==> config.mk <==
export PLATFORM = sky130hd
export DESIGN_NAME = mc_seq_ctrl
export DESIGN_NICKNAME = d
export VERILOG_FILES = /design/src/rtl/mc_seq_pkg.sv /design/src/rtl/mc_class_dec.sv /design/src/rtl/mc_next_state.sv /design/src/rtl/mc_ctrl_out.sv /design/src/rtl/mc_seq_ctrl.sv
export SDC_FILE = /design/constraint.sdc
export NUM_CORES = 1
export LEC_CHECK = 0
export ABC_AREA = 1
export BUFFER_PORTS_ARGS = -buffer_cell sky130_fd_sc_hd__buf_2
export CORE_MARGIN = 3
export CORE_UTILIZATION = 45
export DETAILED_ROUTE_END_ITERATION = 8
export GPL_TIMING_DRIVEN = 0
export PLACE_DENSITY = 0.74
export REMOVE_ABC_BUFFERS = 1
export SLEW_MARGIN = 0
export SYNTH_ARGS = -nofsm -noshare
export SYNTH_HDL_FRONTEND = slang
export SYNTH_SLANG_ARGS = --single-unit
==> constraint.sdc <==
create_clock -name clk -period 3.25 [get_ports clk]
set_input_delay 0.8125 -clock clk [delete_from_list [all_inputs] [get_ports clk]]
set_output_delay 0.8125 -clock clk [all_outputs]
set_load 0.005 [all_outputs]
==> src/rtl/mc_seq_pkg.sv <==
package mc_seq_pkg;
  localparam int OP_W = 4;
  localparam int FN_W = 3;
  localparam int WB_W = 2;

  typedef enum logic [4:0] {
    S_FETCH_ADDR, S_FETCH_WAIT, S_FETCH_LATCH, S_FETCH_STEP, S_DECODE,
    S_R_EXEC, S_I_EXEC, S_WRITEBACK,
    S_MEM_SORT, S_LD_REQ, S_LD_WAIT, S_LD_WB, S_ST_REQ, S_ST_WAIT,
    S_JUMP, S_BR_TEST, S_BR_TAKE, S_JAL_JUMP, S_JAL_LINK
  } state_t;

  typedef enum logic [2:0] {
    C_RALU, C_IALU, C_MEM, C_JUMP, C_BRANCH, C_JAL
  } iclass_t;

  localparam logic [FN_W-1:0] FN_ADD   = 3'd0;
  localparam logic [FN_W-1:0] FN_SUB   = 3'd1;
  localparam logic [FN_W-1:0] FN_AND   = 3'd2;
  localparam logic [FN_W-1:0] FN_OR    = 3'd3;
  localparam logic [FN_W-1:0] FN_XOR   = 3'd4;
  localparam logic [FN_W-1:0] FN_SHIFT = 3'd5;
  localparam logic [FN_W-1:0] FN_PASSB = 3'd6;

  localparam logic [WB_W-1:0] WB_ALU  = 2'd0;
  localparam logic [WB_W-1:0] WB_MEM  = 2'd1;
  localparam logic [WB_W-1:0] WB_LINK = 2'd2;

  typedef struct packed {
    logic            pc_ld;
    logic            pc_inc;
    logic            pc_from_reg;
    logic            pc_cap;
    logic            ir_en;
    logic            addr_pc;
    logic            a_sel_pc;
    logic            b_sel_imm;
    logic [FN_W-1:0] alu_fn;
    logic            rf_we;
    logic [WB_W-1:0] wb_sel;
    logic            mem_rd;
    logic            mem_wr;
  } ctrl_t;

  // Map an instruction code field onto the ALU function code.
  function automatic logic [FN_W-1:0] alu_fn_of(input logic [OP_W-1:0] code);
    logic [FN_W-1:0] fn;
    case (code)
      4'h5:    fn = FN_ADD;
      4'h9:    fn = FN_SUB;
      4'h1:    fn = FN_AND;
      4'h2:    fn = FN_OR;
      4'h3:    fn = FN_XOR;
      4'h8:    fn = FN_SHIFT;
      4'hD:    fn = FN_PASSB;
      default: fn = FN_ADD;
    endcase
    return fn;
  endfunction
endpackage

==> src/rtl/mc_class_dec.sv <==
module mc_class_dec
  import mc_seq_pkg::*;
#(
  parameter logic [OP_W-1:0] OP_RALU   = 4'h0,
  parameter logic [OP_W-1:0] OP_MEM    = 4'h4,
  parameter logic [OP_W-1:0] OP_JUMP   = 4'hC,
  parameter logic [OP_W-1:0] OP_BRANCH = 4'hB,
  parameter logic [OP_W-1:0] OP_JAL    = 4'hE,
  parameter logic [OP_W-1:0] SUB_STORE = 4'h4
) (
  input  logic [OP_W-1:0] ir_op,
  input  logic [OP_W-1:0] ir_sub,
  output iclass_t         cls,
  output logic            is_store,
  output logic [FN_W-1:0] r_fn,
  output logic [FN_W-1:0] i_fn
);
  always_comb begin
    if (ir_op == OP_RALU)        cls = C_RALU;
    else if (ir_op == OP_MEM)    cls = C_MEM;
    else if (ir_op == OP_JUMP)   cls = C_JUMP;
    else if (ir_op == OP_BRANCH) cls = C_BRANCH;
    else if (ir_op == OP_JAL)    cls = C_JAL;
    else                         cls = C_IALU;
  end

  assign is_store = (ir_sub == SUB_STORE);
  assign r_fn     = alu_fn_of(ir_sub);
  assign i_fn     = alu_fn_of(ir_op);
endmodule

==> src/rtl/mc_next_state.sv <==
module mc_next_state
  import mc_seq_pkg::*;
(
  input  state_t  cur,
  input  iclass_t cls,
  input  logic    is_store,
  input  logic    mem_done,
  input  logic    alu_zero,
  output state_t  nxt
);
  always_comb begin
    nxt = S_FETCH_ADDR;
    case (cur)
      S_FETCH_ADDR:  nxt = S_FETCH_WAIT;
      S_FETCH_WAIT:  nxt = mem_done ? S_FETCH_LATCH : S_FETCH_WAIT;
      S_FETCH_LATCH: nxt = S_FETCH_STEP;
      S_FETCH_STEP:  nxt = S_DECODE;
      S_DECODE: begin
        case (cls)
          C_RALU:   nxt = S_R_EXEC;
          C_IALU:   nxt = S_I_EXEC;
          C_MEM:    nxt = S_MEM_SORT;
          C_JUMP:   nxt = S_JUMP;
          C_BRANCH: nxt = S_BR_TEST;
          C_JAL:    nxt = S_JAL_JUMP;
          default:  nxt = S_FETCH_ADDR;
        endcase
      end
      S_R_EXEC, S_I_EXEC: nxt = S_WRITEBACK;
      S_MEM_SORT:  nxt = is_store ? S_ST_REQ : S_LD_REQ;
      S_LD_REQ:    nxt = S_LD_WAIT;
      S_LD_WAIT:   nxt = mem_done ? S_LD_WB : S_LD_WAIT;
      S_ST_REQ:    nxt = S_ST_WAIT;
      S_ST_WAIT:   nxt = mem_done ? S_FETCH_ADDR : S_ST_WAIT;
      S_BR_TEST:   nxt = alu_zero ? S_BR_TAKE : S_FETCH_ADDR;
      S_JAL_JUMP:  nxt = S_JAL_LINK;
      default:     nxt = S_FETCH_ADDR;
    endcase
  end
endmodule

==> src/rtl/mc_ctrl_out.sv <==
module mc_ctrl_out
  import mc_seq_pkg::*;
(
  input  state_t          cur,
  input  logic [FN_W-1:0] r_fn,
  input  logic [FN_W-1:0] i_fn,
  output ctrl_t           ctl
);
  always_comb begin
    ctl = '0;
    case (cur)
      S_FETCH_ADDR:  ctl.addr_pc = 1'b1;
      S_FETCH_WAIT: begin
        ctl.addr_pc = 1'b1;
        ctl.mem_rd  = 1'b1;
      end
      S_FETCH_LATCH: ctl.ir_en  = 1'b1;
      S_FETCH_STEP:  ctl.pc_inc = 1'b1;
      S_R_EXEC:      ctl.alu_fn = r_fn;
      S_I_EXEC: begin
        ctl.alu_fn    = i_fn;
        ctl.b_sel_imm = 1'b1;
      end
      S_WRITEBACK: begin
        ctl.rf_we  = 1'b1;
        ctl.wb_sel = WB_ALU;
      end
      S_LD_REQ, S_LD_WAIT: ctl.mem_rd = 1'b1;
      S_LD_WB: begin
        ctl.rf_we  = 1'b1;
        ctl.wb_sel = WB_MEM;
      end
      S_ST_REQ, S_ST_WAIT: ctl.mem_wr = 1'b1;
      S_JUMP: begin
        ctl.pc_ld       = 1'b1;
        ctl.pc_from_reg = 1'b1;
      end
      S_BR_TEST: ctl.alu_fn = FN_SUB;
      S_BR_TAKE: begin
        ctl.pc_ld     = 1'b1;
        ctl.a_sel_pc  = 1'b1;
        ctl.b_sel_imm = 1'b1;
        ctl.alu_fn    = FN_ADD;
      end
      S_JAL_JUMP: begin
        ctl.pc_cap      = 1'b1;
        ctl.pc_ld       = 1'b1;
        ctl.pc_from_reg = 1'b1;
      end
      S_JAL_LINK: begin
        ctl.rf_we  = 1'b1;
        ctl.wb_sel = WB_LINK;
      end
      default: ctl = '0;
    endcase
  end
endmodule

==> src/rtl/mc_seq_ctrl.sv <==
module mc_seq_ctrl
  import mc_seq_pkg::*;
#(
  parameter logic [OP_W-1:0] OP_RALU   = 4'h0,
  parameter logic [OP_W-1:0] OP_MEM    = 4'h4,
  parameter logic [OP_W-1:0] OP_JUMP   = 4'hC,
  parameter logic [OP_W-1:0] OP_BRANCH = 4'hB,
  parameter logic [OP_W-1:0] OP_JAL    = 4'hE,
  parameter logic [OP_W-1:0] SUB_STORE = 4'h4
) (
  input  logic            clk,
  input  logic            rst,
  input  logic [OP_W-1:0] ir_op,
  input  logic [OP_W-1:0] ir_sub,
  input  logic            mem_done,
  input  logic            alu_zero,
  output logic            pc_ld,
  output logic            pc_inc,
  output logic            pc_from_reg,
  output logic            pc_cap,
  output logic            ir_en,
  output logic            addr_pc,
  output logic            a_sel_pc,
  output logic            b_sel_imm,
  output logic [FN_W-1:0] alu_fn,
  output logic            rf_we,
  output logic [WB_W-1:0] wb_sel,
  output logic            mem_rd,
  output logic            mem_wr
);
  state_t          state_q;
  state_t          state_d;
  iclass_t         cls;
  logic            is_store;
  logic [FN_W-1:0] r_fn;
  logic [FN_W-1:0] i_fn;
  ctrl_t           ctl;

  // Named internal events for the checker.
  logic fetch_wait_evt;
  logic st_wait_evt;
  logic br_test_evt;
  logic exec_evt;

  mc_class_dec #(
    .OP_RALU(OP_RALU), .OP_MEM(OP_MEM), .OP_JUMP(OP_JUMP),
    .OP_BRANCH(OP_BRANCH), .OP_JAL(OP_JAL), .SUB_STORE(SUB_STORE)
  ) dec_i (
    .ir_op(ir_op), .ir_sub(ir_sub), .cls(cls), .is_store(is_store),
    .r_fn(r_fn), .i_fn(i_fn)
  );

  mc_next_state nxt_i (
    .cur(state_q), .cls(cls), .is_store(is_store),
    .mem_done(mem_done), .alu_zero(alu_zero), .nxt(state_d)
  );

  mc_ctrl_out out_i (
    .cur(state_q), .r_fn(r_fn), .i_fn(i_fn), .ctl(ctl)
  );

  always_ff @(posedge clk) begin
    if (rst) state_q <= S_FETCH_ADDR;
    else     state_q <= state_d;
  end

  assign fetch_wait_evt = (state_q == S_FETCH_WAIT);
  assign st_wait_evt    = (state_q == S_ST_WAIT);
  assign br_test_evt    = (state_q == S_BR_TEST);
  assign exec_evt       = (state_q == S_R_EXEC) || (state_q == S_I_EXEC);

  assign pc_ld       = ctl.pc_ld;
  assign pc_inc      = ctl.pc_inc;
  assign pc_from_reg = ctl.pc_from_reg;
  assign pc_cap      = ctl.pc_cap;
  assign ir_en       = ctl.ir_en;
  assign addr_pc     = ctl.addr_pc;
  assign a_sel_pc    = ctl.a_sel_pc;
  assign b_sel_imm   = ctl.b_sel_imm;
  assign alu_fn      = ctl.alu_fn;
  assign rf_we       = ctl.rf_we;
  assign wb_sel      = ctl.wb_sel;
  assign mem_rd      = ctl.mem_rd;
  assign mem_wr      = ctl.mem_wr;
endmodule

==> impl_results.md <==
- Core Footprint: 1420 um2
- Iter 0 DRT Violations: 40
- Largest register by flop count: state_q
- Num rows: 13
- CTS tree: yes
- Final Cycle Share: 0.803
- Critical Path Start: ir_op[1]
- Run status: finished, final reports clean
- Worst hold path class: in -> reg
- # nets final: 197
- Post-layout minimum cycle time: 2.61 ns
- Most frequent cells in the layout: nand2_1 (44), nor2_1 (38), buf_2 (27)
- Worst clock skew: 0.00373 ns
- Maxcap violations: 0
- # hold bufs at CTS: 0
- Routed wire length: 2.12 mm
- Root Buffer Master: clkbuf_4
- Clk Latency, worst-skew pair: 0.25 ns
- Num CTS Buffers: 3
- Final setup violation count: 0
- Share of the yosys chip area belonging to registers: 0.137
- Vias in the first global route: 912
- Placed inst area: 876 um2
- RSZ-0062 raised after global routing: no
- Post-route DRC violation count: 0
- Peak VDD IR: 0.329 mV
- Worst path cell trace: buf_2 -> nor2_1 -> inv_1 -> nand3_1 -> a21oi_1 -> or2_2 -> buf_2
- IO Port Bufs: 27
- Biggest regs: state_q: 5 flops
- Hold path startpoint: rst
- P&R area growth vs syn: 23.0%
- Worst reg2reg endpoint: state_q[2]$_SDFF_PP0_
- Drt first pass iters: 4
- Max stage delay on crit path: 0.30 ns
- FMAX: 0.383 GHz
- H-tree Lvls: 1
- Required @ worst endpoint: 2.44 ns
- Finished Cell Area: 902 um2
- Seq cells post-synth: 5
- Diode count: 0
- Largest cells by area after synthesis: nand2_1 (23%), nor2_1 (19%), nand3_1 (15%), dfxtp_1 (14%), inv_1 (12%)
- Distinct cells, synth: 15
- Worst R2R Start: state_q[1]$_SDFF_PP0_
- CP most frequent cell: buf_2
- Power Density: 421 nW/um2
- WP depth: 7
- Setup CP Type: in -> out
- Commonest non-fill, non-tap cell in the layout: nand2_1
- First-pass GRT wire length: 3.62 mm
- Slew Limit Fails: 0
- Clk pin slew, worst setup/hold paths: 0.05 ns
- CP top delay family: simple AND/OR/NAND/NOR gates
- Worst-path maximum fanout: 5
- R2R depth: 8
- Gr usage total: 0.228
- Total setup buffers inserted after CTS: 0
- Min-Delay Path Depth: 2
- Placer Congestion: 0.878
- Die width: 46.4 um
- Post-synthesis cell count: 154
- Worst Path Buf+Inv: 3
- Largest register FFs: 5
- Post-CTS sizing: 0
- Chip height: 46.4 um
- Initial antenna violation count: 0
- Setup_tns: 0 ns
- CP max stage cell: or2_2
- Nature of the critical path endpoint: output pin
- DP HPWL: 1.77 mm
- GRT overflow: 0
- Worst reg-to-reg setup slack: 1.88 ns
- Fin. Hold Viols: 0
- Vias: 1036
- Wire per inst: 10.6 um
- Syn. warnings: 0
- Max_slew headroom: 0.777
- Mapped Area: 733 um2
- Largest net degree at the start of global routing: 11
- Data arrival, critical path: 1.80 ns
- I/O pin count: 28
- Leakage: 0.590 nW
- Initial core utilization: 0.518
- Dominant cell type by area after synthesis: nand2_1
- Die Area: 2150 um2
- Endpoint, Worst Hold: state_q[1]$_SDFF_PP0_
- Share of layout cells above drive strength 1: 0.185
- Vias/cell: 5.21
- Worst-margin pin slew: 0.333 ns
- Antenna Nets Post-Route: 0
- Clock Tree Buf Depth: 2
- Sink Count: 5
- Post-synth top area share: 0.225
- CP startpoint kind: primary input
- Synthesized area per cell: 4.76 um2
==> power by group <==
group | switching, W | internal, W
combinational | 0.000134 | 0.0000717
sequential | 0.0000253 | 0.0000740
clock | 0.0000281 | 0.0000466
==> metrics by stage <==
stage	total power, W	utilization	instances	hold WS (ns)	setup WS, ns
finish	0.000380	0.637	199	0.780	0.640
global route	0.000420	0.637	199	0.801	0.533
CTS	0.000380	0.637	199	0.771	0.637
detailed placement	0.000304	0.619	195	0.760	0.640
global placement	0.000301	0.619	195	0.758	0.672
floorplan	0.000234	-	153	0.657	0.989
==> logic make-up (layout without fill, tap and decap cells) <==
kind of cell,count (synthesis),after routing,share of synthesized area
AOI/OAI and AO/OA,9,9,0.0683
buffers and inverters,25,55,0.138
and+or+nand+nor,115,115,0.657
DFF,5,5,0.137
==> worst max path at each step <==
stage	end	slack, ns
6_report	alu_fn[1]	0.64
5_1_grt	alu_fn[1]	0.53
4_1_cts	alu_fn[1]	0.64
3_5_place_dp	alu_fn[1]	0.64
3_3_place_gp	alu_fn[1]	0.67
2_1_floorplan	alu_fn[1]	0.99
==> Yosys cell counts, drive strengths merged <==
library cell,instances
o21ai,5
nand4,4
nand2,44
a21oi,2
dfxtp,5
buf,1
nand3,22
nor2,40
or2,1
inv,24
a22o,1
nor3,4
a31oi,1
==> area by class of cell <==
class	instances	area [um2]
clock buffer	4	26.3
fill	163	513
inverter	24	90.1
multi-input combinational	124	532
sequential	5	100
tap	15	18.8
timing repair buffer	27	135
==> metal layers <==
layer	GRT usage	vias up	wire length (um)
li1	-	547	-
met1	0.294	446	984
met2	0.393	41	933
met3	0.0156	2	173
met4	0.0795	0	23
met5	0	-	0
(Power assumes the default switching activity.)
